### config.mk
export PLATFORM = sky130hd
export DESIGN_NAME = uart_host_regs
export DESIGN_NICKNAME = d
export VERILOG_FILES = /design/src/rtl/uart_regs_pkg.sv /design/src/rtl/char_fifo.sv /design/src/rtl/uart_ctl_reg.sv /design/src/rtl/uart_host_regs.sv
export SDC_FILE = /design/constraint.sdc
export NUM_CORES = 1
export LEC_CHECK = 0
export BUFFER_PORTS_ARGS = -buffer_cell sky130_fd_sc_hd__buf_4
export CAP_MARGIN = 10
export CORE_AREA = 5 5 157 159
export CTS_CLUSTER_DIAMETER = 150
export DETAILED_ROUTE_END_ITERATION = 7
export DIE_AREA = 0 0 162 164
export GPL_ROUTABILITY_DRIVEN = 1
export PLACE_DENSITY = 0.74
export SYNTH_ARGS = -nofsm -noshare
export SYNTH_HDL_FRONTEND = slang
export SYNTH_SLANG_ARGS = --single-unit
### constraint.sdc
create_clock -name clk -period 2.6 [get_ports clk]
set_input_delay 0.26 -clock clk [delete_from_list [all_inputs] [get_ports clk]]
set_output_delay 0.26 -clock clk [all_outputs]
set_load 0.03 [all_outputs]
### src/rtl/uart_regs_pkg.sv
package uart_regs_pkg;
  localparam int BUS_W = 32;

  typedef enum logic [1:0] {
    SEL_RXQ  = 2'd0,
    SEL_TXQ  = 2'd1,
    SEL_NONE = 2'd2,
    SEL_CTL  = 2'd3
  } reg_sel_e;

  localparam int CTL_TX_FLUSH_BIT = 0;
  localparam int CTL_RX_FLUSH_BIT = 1;
  localparam int CTL_IEN_BIT      = 4;
endpackage

### src/rtl/char_fifo.sv
module char_fifo #(
  parameter int WIDTH = 8,
  parameter int DEPTH = 16
) (
  input  logic             clk,
  input  logic             rst_n,
  input  logic             flush,
  input  logic             push,
  input  logic [WIDTH-1:0] push_data,
  input  logic             pop,
  output logic [WIDTH-1:0] head,
  output logic             empty,
  output logic             full
);
  localparam int AW = (DEPTH > 1) ? $clog2(DEPTH) : 1;
  localparam int CW = $clog2(DEPTH + 1);

  logic [WIDTH-1:0] mem [DEPTH];
  logic [AW-1:0]    wp, rp;
  logic [CW-1:0]    cnt;
  logic             do_push, do_pop;

  assign empty   = (cnt == '0);
  assign full    = (cnt == CW'(DEPTH));
  assign do_push = push && !full && !flush;
  assign do_pop  = pop && !empty && !flush;
  assign head    = mem[rp];

  function automatic logic [AW-1:0] bump(input logic [AW-1:0] p);
    return (p == AW'(DEPTH - 1)) ? '0 : p + AW'(1);
  endfunction

  always_ff @(posedge clk) begin
    if (do_push) mem[wp] <= push_data;
  end

  always_ff @(posedge clk or negedge rst_n) begin
    if (!rst_n) begin
      wp  <= '0;
      rp  <= '0;
      cnt <= '0;
    end else if (flush) begin
      wp  <= '0;
      rp  <= '0;
      cnt <= '0;
    end else begin
      if (do_push) wp <= bump(wp);
      if (do_pop)  rp <= bump(rp);
      case ({do_push, do_pop})
        2'b10:   cnt <= cnt + CW'(1);
        2'b01:   cnt <= cnt - CW'(1);
        default: cnt <= cnt;
      endcase
    end
  end

  p_no_overflow_r1: assert property (@(posedge clk) disable iff (!rst_n)
    cnt <= CW'(DEPTH));
  p_full_drop_r2: assert property (@(posedge clk) disable iff (!rst_n)
    (full && push && !pop && !flush) |=> $stable(cnt));
  p_empty_no_pop_r4: assert property (@(posedge clk) disable iff (!rst_n)
    (empty && pop && !push && !flush) |=> empty);
  // flush covers R8 (transmit) and R9 (receive)
  p_flush_empties_r8: assert property (@(posedge clk) disable iff (!rst_n)
    flush |=> empty);
endmodule

### src/rtl/uart_ctl_reg.sv
module uart_ctl_reg (
  input  logic clk,
  input  logic rst_n,
  input  logic wr,
  input  logic ien_bit,
  input  logic txf_bit,
  input  logic rxf_bit,
  output logic ien,
  output logic flush_tx,
  output logic flush_rx
);
  always_ff @(posedge clk or negedge rst_n) begin
    if (!rst_n)  ien <= 1'b0;
    else if (wr) ien <= ien_bit;
  end

  assign flush_tx = wr && txf_bit;
  assign flush_rx = wr && rxf_bit;

  p_ien_hold_r7: assert property (@(posedge clk) disable iff (!rst_n)
    !wr |=> $stable(ien));
  p_ien_load_r7: assert property (@(posedge clk) disable iff (!rst_n)
    wr |=> (ien == $past(ien_bit)));
endmodule

### src/rtl/uart_host_regs.sv
module uart_host_regs
  import uart_regs_pkg::*;
#(
  parameter int DATA_W   = 8,
  parameter int TX_DEPTH = 16,
  parameter int RX_DEPTH = 16
) (
  input  logic              clk,
  input  logic              rst_n,
  input  logic              req,
  input  logic              we,
  input  logic [3:0]        addr,
  input  logic [BUS_W-1:0]  wdata,
  output logic              ack,
  output logic [BUS_W-1:0]  rdata,
  output logic              tx_valid,
  input  logic              tx_ready,
  output logic [DATA_W-1:0] tx_data,
  input  logic              rx_valid,
  output logic              rx_ready,
  input  logic [DATA_W-1:0] rx_data,
  output logic              irq_en
);
  reg_sel_e          sel;
  logic              wr_tx, rd_rx, wr_ctl, rd_zero;
  logic              flush_tx, flush_rx;
  logic              tx_empty, tx_full_unused, rx_empty, rx_full;
  logic [DATA_W-1:0] rx_head;
  logic [BUS_W-1:0]  rdata_d;
  logic              unused_bits;

  assign sel     = reg_sel_e'(addr[3:2]);
  assign wr_tx   = req && we && (sel == SEL_TXQ);
  assign wr_ctl  = req && we && (sel == SEL_CTL);
  assign rd_rx   = req && !we && (sel == SEL_RXQ);
  assign rd_zero = req && !we && (sel != SEL_RXQ);
  assign unused_bits = ^{addr[1:0], wdata, tx_full_unused};

  uart_ctl_reg u_ctl (
    .clk      (clk),
    .rst_n    (rst_n),
    .wr       (wr_ctl),
    .ien_bit  (wdata[CTL_IEN_BIT]),
    .txf_bit  (wdata[CTL_TX_FLUSH_BIT]),
    .rxf_bit  (wdata[CTL_RX_FLUSH_BIT]),
    .ien      (irq_en),
    .flush_tx (flush_tx),
    .flush_rx (flush_rx)
  );

  char_fifo #(.WIDTH(DATA_W), .DEPTH(TX_DEPTH)) u_txq (
    .clk       (clk),
    .rst_n     (rst_n),
    .flush     (flush_tx),
    .push      (wr_tx),
    .push_data (wdata[DATA_W-1:0]),
    .pop       (tx_valid && tx_ready),
    .head      (tx_data),
    .empty     (tx_empty),
    .full      (tx_full_unused)
  );

  char_fifo #(.WIDTH(DATA_W), .DEPTH(RX_DEPTH)) u_rxq (
    .clk       (clk),
    .rst_n     (rst_n),
    .flush     (flush_rx),
    .push      (rx_valid && rx_ready),
    .push_data (rx_data),
    .pop       (rd_rx),
    .head      (rx_head),
    .empty     (rx_empty),
    .full      (rx_full)
  );

  assign tx_valid = !tx_empty;
  assign rx_ready = !rx_full;

  always_comb begin
    rdata_d = '0;
    if (rd_rx && !rx_empty) rdata_d[DATA_W-1:0] = rx_head;
  end

  always_ff @(posedge clk or negedge rst_n) begin
    if (!rst_n) begin
      ack   <= 1'b0;
      rdata <= '0;
    end else begin
      ack   <= req;
      rdata <= rdata_d;
    end
  end

  p_ack_next_r6: assert property (@(posedge clk) disable iff (!rst_n)
    req |=> ack);
  p_ack_cause_r6: assert property (@(posedge clk) disable iff (!rst_n)
    ack |-> $past(req));
  p_wo_read_zero_r5: assert property (@(posedge clk) disable iff (!rst_n)
    rd_zero |=> (rdata == '0));
  p_empty_read_zero_r4: assert property (@(posedge clk) disable iff (!rst_n)
    (rd_rx && rx_empty) |=> (rdata == '0));

  generate
    if (DATA_W < BUS_W) begin : g_upper
      p_upper_zero_r3: assert property (@(posedge clk) disable iff (!rst_n)
        ack |-> (rdata[BUS_W-1:DATA_W] == '0));
    end
  endgenerate
endmodule

# ---- Yosys cells after proc, flatten, opt, wreduce, memory -nomap -nowiden
# Memory sizes are Yosys's and may differ from the RTL's.
# Index checks and enable logic that the tools add are counted.
dict set report totals {
  ff_bits 36
  inputBits 50
  ramBits 256
  out_inout_bits 44
  mem_count 2
}
# name words word_bits read_ports rd_ports_with_merged_regs wr line_no
set mem_list {}
lappend mem_list {u_rxq.mem 16 8 1 0 1 char_fifo.sv:18} ;# logic [WIDTH-1:0] mem [DEPTH];
lappend mem_list {u_txq.mem 16 8 1 0 1 char_fifo.sv:18}
dict set report op_classes {
  addsub 8
  muxes 21
  eq_ne 12
  n_reduce_logical 33
}
# operator n
set ops {}
lappend ops {{4-bit 2-to-1 mux} 12}
lappend ops {{5-bit case mux with 2 select lines} 2}
lappend ops {{1-bit logical AND} 17}
lappend ops {{4-bit by 1-bit adder with 4-bit output (second input constant)} 4}
lappend ops {{4-bit equality test (second input constant)} 4}
lappend ops {{5-bit by 1-bit adder with 5-bit output (second input constant)} 2}
lappend ops {{5-bit equality test (second input constant)} 2}
lappend ops {{5-bit logical NOT} 2}
lappend ops {{5-bit 2-to-1 mux} 2}
lappend ops {{5-bit by 1-bit subtractor with 5-bit output (second input constant)} 2}
lappend ops {{8-bit 2-to-1 mux} 1}
lappend ops {{2-bit nonzero test} 4}
lappend ops {{1-bit logical NOT} 7}
lappend ops {{2-bit by 1-bit equality test with 1-bit output (second input constant)} 3}
lappend ops {{2-bit equality test (second input constant)} 3}
lappend ops {{3-bit nonzero test} 2}
lappend ops {{1-bit 2-to-1 mux} 4}
lappend ops {{2-bit logical NOT} 1}

# ---- Logic depth before layout (Yosys ltp)
dict set report logic_depth {
  depth_word 8
  depth_mapped 11
  ltp_nobuf 10
}

# ---- Modules after synthesis
# From an unflattened synthesis, not the netlist that was laid out.
dict set report hier_totals {
  hier_cells 775
  hier_area_um2 12399.4
}
# module cells_per_inst area_each_um2 instances
set modules_own_cells {}
lappend modules_own_cells {{char_fifo (u_rxq)} 363 5895.7 1}
lappend modules_own_cells {{char_fifo (u_txq)} 356 5870.6 1}
lappend modules_own_cells {uart_host_regs 52 578.1 1}
lappend modules_own_cells {uart_ctl_reg 4 55.1 1}

# ---- Least setup slack after synthesis
# OpenSTA, ideal clock, no wires.
dict set report synth_timing {
  kind {reg2reg}
  start {register u_txq.cnt[1]}
  end {register u_txq.cnt[4]}
  slack_ns -0.213
  arrival_ns 2.685
  t_required_ns 2.472
  synth_period_minus_slack_ns 2.813
  stages_incl_launch_ff 10
  n_path_buf 1
  path_cell_list {dfrtp_1 > or4_1 > buf_2 > o21ai_1 > nor3_1 > xnor2_1 > ha_1 > or3_1 > a31oi_1 > mux2_1}
}
dict set report synth_via {
  elab_chain_cells 8
  elab_cells_between_ends 16
}
# element line_no
set synth_rtl {}
lappend synth_rtl {{from (decl)} char_fifo.sv:20} ;# logic [CW-1:0] cnt;
lappend synth_rtl {{from (signal assigned)} char_fifo.sv:50} ;# 2'b10: cnt <= cnt + CW'(1);
lappend synth_rtl {{from (signal assigned)} char_fifo.sv:51} ;# 2'b01: cnt <= cnt - CW'(1);
lappend synth_rtl {{from (signal assigned)} char_fifo.sv:52} ;# default: cnt <= cnt;
lappend synth_rtl {{5-bit logical NOT} char_fifo.sv:23} ;# assign empty = (cnt == '0);
lappend synth_rtl {{1-bit logical NOT} {char_fifo.sv:26, uart_host_regs.sv:75}}
lappend synth_rtl {{1-bit logical AND} uart_host_regs.sv:57} ;# .pop (tx_valid && tx_ready),
lappend synth_rtl {{1-bit logical AND (2 in series)} char_fifo.sv:26} ;# assign do_pop = pop && !empty && !flush;
lappend synth_rtl {{2-bit by 1-bit equality test with 1-bit output or 2-bit equality test (tied branches)} char_fifo.sv:49} ;# case ({do_push, do_pop})
lappend synth_rtl {{5-bit case mux with 2 select lines} char_fifo.sv:49}
lappend synth_rtl {{5-bit 2-to-1 mux} char_fifo.sv:42} ;# end else if (flush) begin
# Several ways; a longest one is shown, not always the timed one.
# A chain may end at the register's enable or synchronous reset.

# ---- Worst setup path after layout
dict set report layout_timing {
  start {register u_txq.rp[0]}
  end {output tx_data[4]}
}
dict set report layout_via {
  elab_chain_cells 1
}
# element line_no
set layout_rtl {}
lappend layout_rtl {{from (decl)} char_fifo.sv:19} ;# logic [AW-1:0] wp, rp;
lappend layout_rtl {{from (signal assigned)} char_fifo.sv:48} ;# if (do_pop) rp <= bump(rp);
lappend layout_rtl {{memory 16 x 8 bit} -}
lappend layout_rtl {{to (decl)} uart_host_regs.sv:18} ;# output logic [DATA_W-1:0] tx_data,
# Every way passes these cells.

==> results.md <==
* Largest net degree at the start of global routing at 37
* Share of cells above drive strength 1 at 31.04%
* Diodes inserted at 0
* CTS sink cnt at 292
* Post-DP HPWL at 15.88 mm
* # setup viols final at 8
* Crit end category: primary output
* Max Clk Rate at 370.0 MHz
* Num CTS Buffers at 28
* Post-synthesis sequential area ratio at 70.52%
* Ports at 94
* Skew final at 0.01425 ns
* CP top delay family: multiplexers
* R2r setup slk at 0.04 ns
* Placed Cells at 1019
* Max-cap violations at 0
* Placed inst area at 13140 um2
* Synth unique cells at 56
* Largest family of logic cells by synthesized area: multiplexers
* Clock-pin slew on the worst setup and hold paths at 0.06 ns
* Nets@finish at 831
* Routed WL per cell at 23.14 um
* Post-synth EDFFs at 256
* Worst VDD drop at 0.8109 mV
* FF-to-FF Start: u_txq.cnt[1]
* Final worst path period need at 2.703 ns
* Slew headroom at 45.55%
* Adder-Cell Fraction of Synth Area at 1.438%
* Via density per instance at 6.014
* Worst setup SP type: flop
* GPL Wtd Cong at 0.8568
* Number of buffers added on ports at 43
* Failing checks: negative setup slack
* Global-route wire length before repair at 38.22 mm
* All-Layer GR Usage at 18.73%
* Post-Synthesis Cells at 667
* Vias in the first global route at 6508
* Worst path slowest cell: mux4_2
* RSZ-0062 raised after global routing: true
* Antenna violations before repair at 0
* Register-to-Register Path Depth at 8
* CORE AREA at 23120 um2
* TritonRoute pass-1 iters at 4
* FFs w/ async S/R, synth at 12.33%
* Ys flop type: edfxtp_1
* Hold Startpoint: rx_data[4]
* Simple-Gate Fraction of Synth Area at 5.291%
* Mapped Avg Cell Area at 18.26 um2
* Worst path buffer plus inverter count at 3
* Worst Hold End: u_rxq.mem[8][4]
* Die Wd at 162 um
* CTS H-tree lvls at 1
* Fin. Hold Viols at 0
* Max clock buf depth at 3
* Count leader, synth: edfxtp_1
* Mux cell area share after synthesis at 15.26%
* RR Endpoint: u_txq.cnt[4]
* Worst-Skew Late Latency at 0.53 ns
* Hold depth at 1
* Worst Path Max Fanout at 5
* Layout area overhead at 16.76%
* Post-DRT Antenna Nets at 0
* Finished Core Util at 61.50%
* Total gr overflow at 0
* Starting DRT DRC Count at 620
* Power per cell area at 1005 nW/um2
* CTS root buffer: clkbuf_16
* Die height at 164 um
* Critical path's most frequent cell: mux4_2
* Num rows at 56
* Synthesized area at 12180 um2
* Required time worst endpoint at 2.34 ns
* TritonCTS clock tree: done
* Leak pwr at 4.908 nW
* Critical path arrival at 2.44 ns
* Area share of the largest cell type after synthesis at 63.12%
* #FFs+latches synth at 292
* Initial Util at 52.67%
* Slew of the pin with the lowest slew margin at 0.8137 ns
* Synth Area in Compound Gates at 3.924%
* Residual DRC at 0
* Hold/Removal Path Class: in -> reg
* WL final at 24.90 mm
* Fin. max-slew vios at 0
* Die ar. at 26570 um2
* CP cell instances: buf_12, buf_16, mux4_2, mux4_2, buf_6
* Vias at 6471
* Post-route design area at 14220 um2
* XOR/XNOR share of the synthesized area at 0.4315%
* CP max stage delay at 0.54 ns
* Period utilisation layout at 104.0%
* Crit Path Category: reg -> out
* PnR worst setup slack at -0.1029 ns
* Status: complete, but fails checks
* Top cells by count, synth: edfxtp_1 (256), mux4_2 (80), nor2_1 (39)
* Synth area leaders: edfxtp_1 (63%), mux4_2 (15%), dfrtp_1 (7.4%)
* Final cell count without fillers at 1076
* Yosys warnings at 0
* Launch point of the worst path: u_txq.rp[0]
* Stages on worst setup path at 5
* Post-synth top area cell: edfxtp_1
==> worst max-delay path by stage <==
stage	to	slack (ns)
2_1_floorplan	u_txq.cnt[4]	-0.003
3_3_place_gp	u_txq.cnt[4]	0.05
3_5_place_dp	u_txq.cnt[4]	-0.03
4_1_cts	tx_data[7]	-0.10
5_1_grt	tx_data[4]	-0.16
6_report	tx_data[4]	-0.10
==> registers in the layout (all words and copies together) (netlist names) <==
register and flops:
ack 1, u_txq.rp 4, u_txq.cnt 5, u_rxq.mem 128, u_txq.mem 128, u_rxq.cnt 5, rdata 8, u_ctl.ien 1
u_txq.wp 4, u_rxq.rp 4, u_rxq.wp 4
==> cells in the final DEF (no fill, tap or decap), types with 8 or more instances in the layout <==
master	Yosys	routed
nand2_1	35	35
conb_1	1	24
a21oi_1	12	12
buf_4	27	88
mux4_2	80	80
clkbuf_16	0	31
and2_1	11	10
dfrtp_1	36	34
nor2_1	39	37
ha_1	14	12
nand3_1	8	8
nor3_1	13	12
clkbuf_1	21	8
inv_1	11	11
edfxtp_1	256	256
buf_6	0	8
==> where the power goes <==
group	leakage [nW]	switching [W]	internal (W)	total, W
Sequential	2.77	0.000368	0.00549	0.00586
Clock	0.420	0.00161	0.00222	0.00383
Combinational	1.72	0.00226	0.00235	0.00460
==> layout make-up <==
class / count / area, um2
multi-input combinational: 327 / 3377
timing repair buffer: 107 / 975.9
clock inverter: 9 / 75.07
inverter: 11 / 41.29
fill: 1606 / 8902
sequential: 292 / 8591
clock buffer: 40 / 797.0
tap: 290 / 362.8
==> what timing repair did <==
item,CTS,global route
endpoints found under the hold margin,37,0
gates resized for setup,11,4
pin swaps,0,7
cloned,2,2
setup endpoints to repair,9,11
setup buffers,2,0
hold buffers,2,0
==> cell families after synthesis <==
group,after synthesis
adders and majority gates,14
DFF,292
other,1
buffers and inverters,71
and+or+nand+nor,132
AOI/OAI and AO/OA,66
muxes,85
xor gates and xnor gates,6
==> through the flow <==
stage	total power, W	TNS, ns	hold WS (ns)	setup slack (ns)
CTS	0.01425	-0.7828	0.01459	-0.1044
global placement	0.009989	0	0.2546	0.05296
global route	0.01498	-1.101	0.03950	-0.1625
floorplan	0.008882	-0.002551	-0.03559	-0.002551
detailed placement	0.01016	-0.03322	0.2629	-0.03322
finish	0.01429	-0.5067	0.04197	-0.1029
==> worst register-to-register path, delay by kind of cell (launching register included) <==
kind                     cells  cell delay [ns]
XOR/XNOR                     1             0.09
adder cells (fa/ha/maj)      1             0.20
multiplexers                 1             0.34
AND/OR/NAND/NOR              4             1.24
flip-flops                   1             0.38
AO/OA/AOI/OAI                1             0.19
==> layer usage <==
| layer | vias up | global-route usage (%) | wire length [um] |
|---|---|---|---|
| met4 | 0 | 3.845 | 342 |
| met1 | 3366 | 27.79 | 10760 |
| met5 | - | 0 | 0 |
| li1 | 2827 | - | - |
| met3 | 26 | 3.187 | 1554 |
| met2 | 252 | 30.00 | 12250 |
No activity file was read; power rests on OpenSTA's default activity.
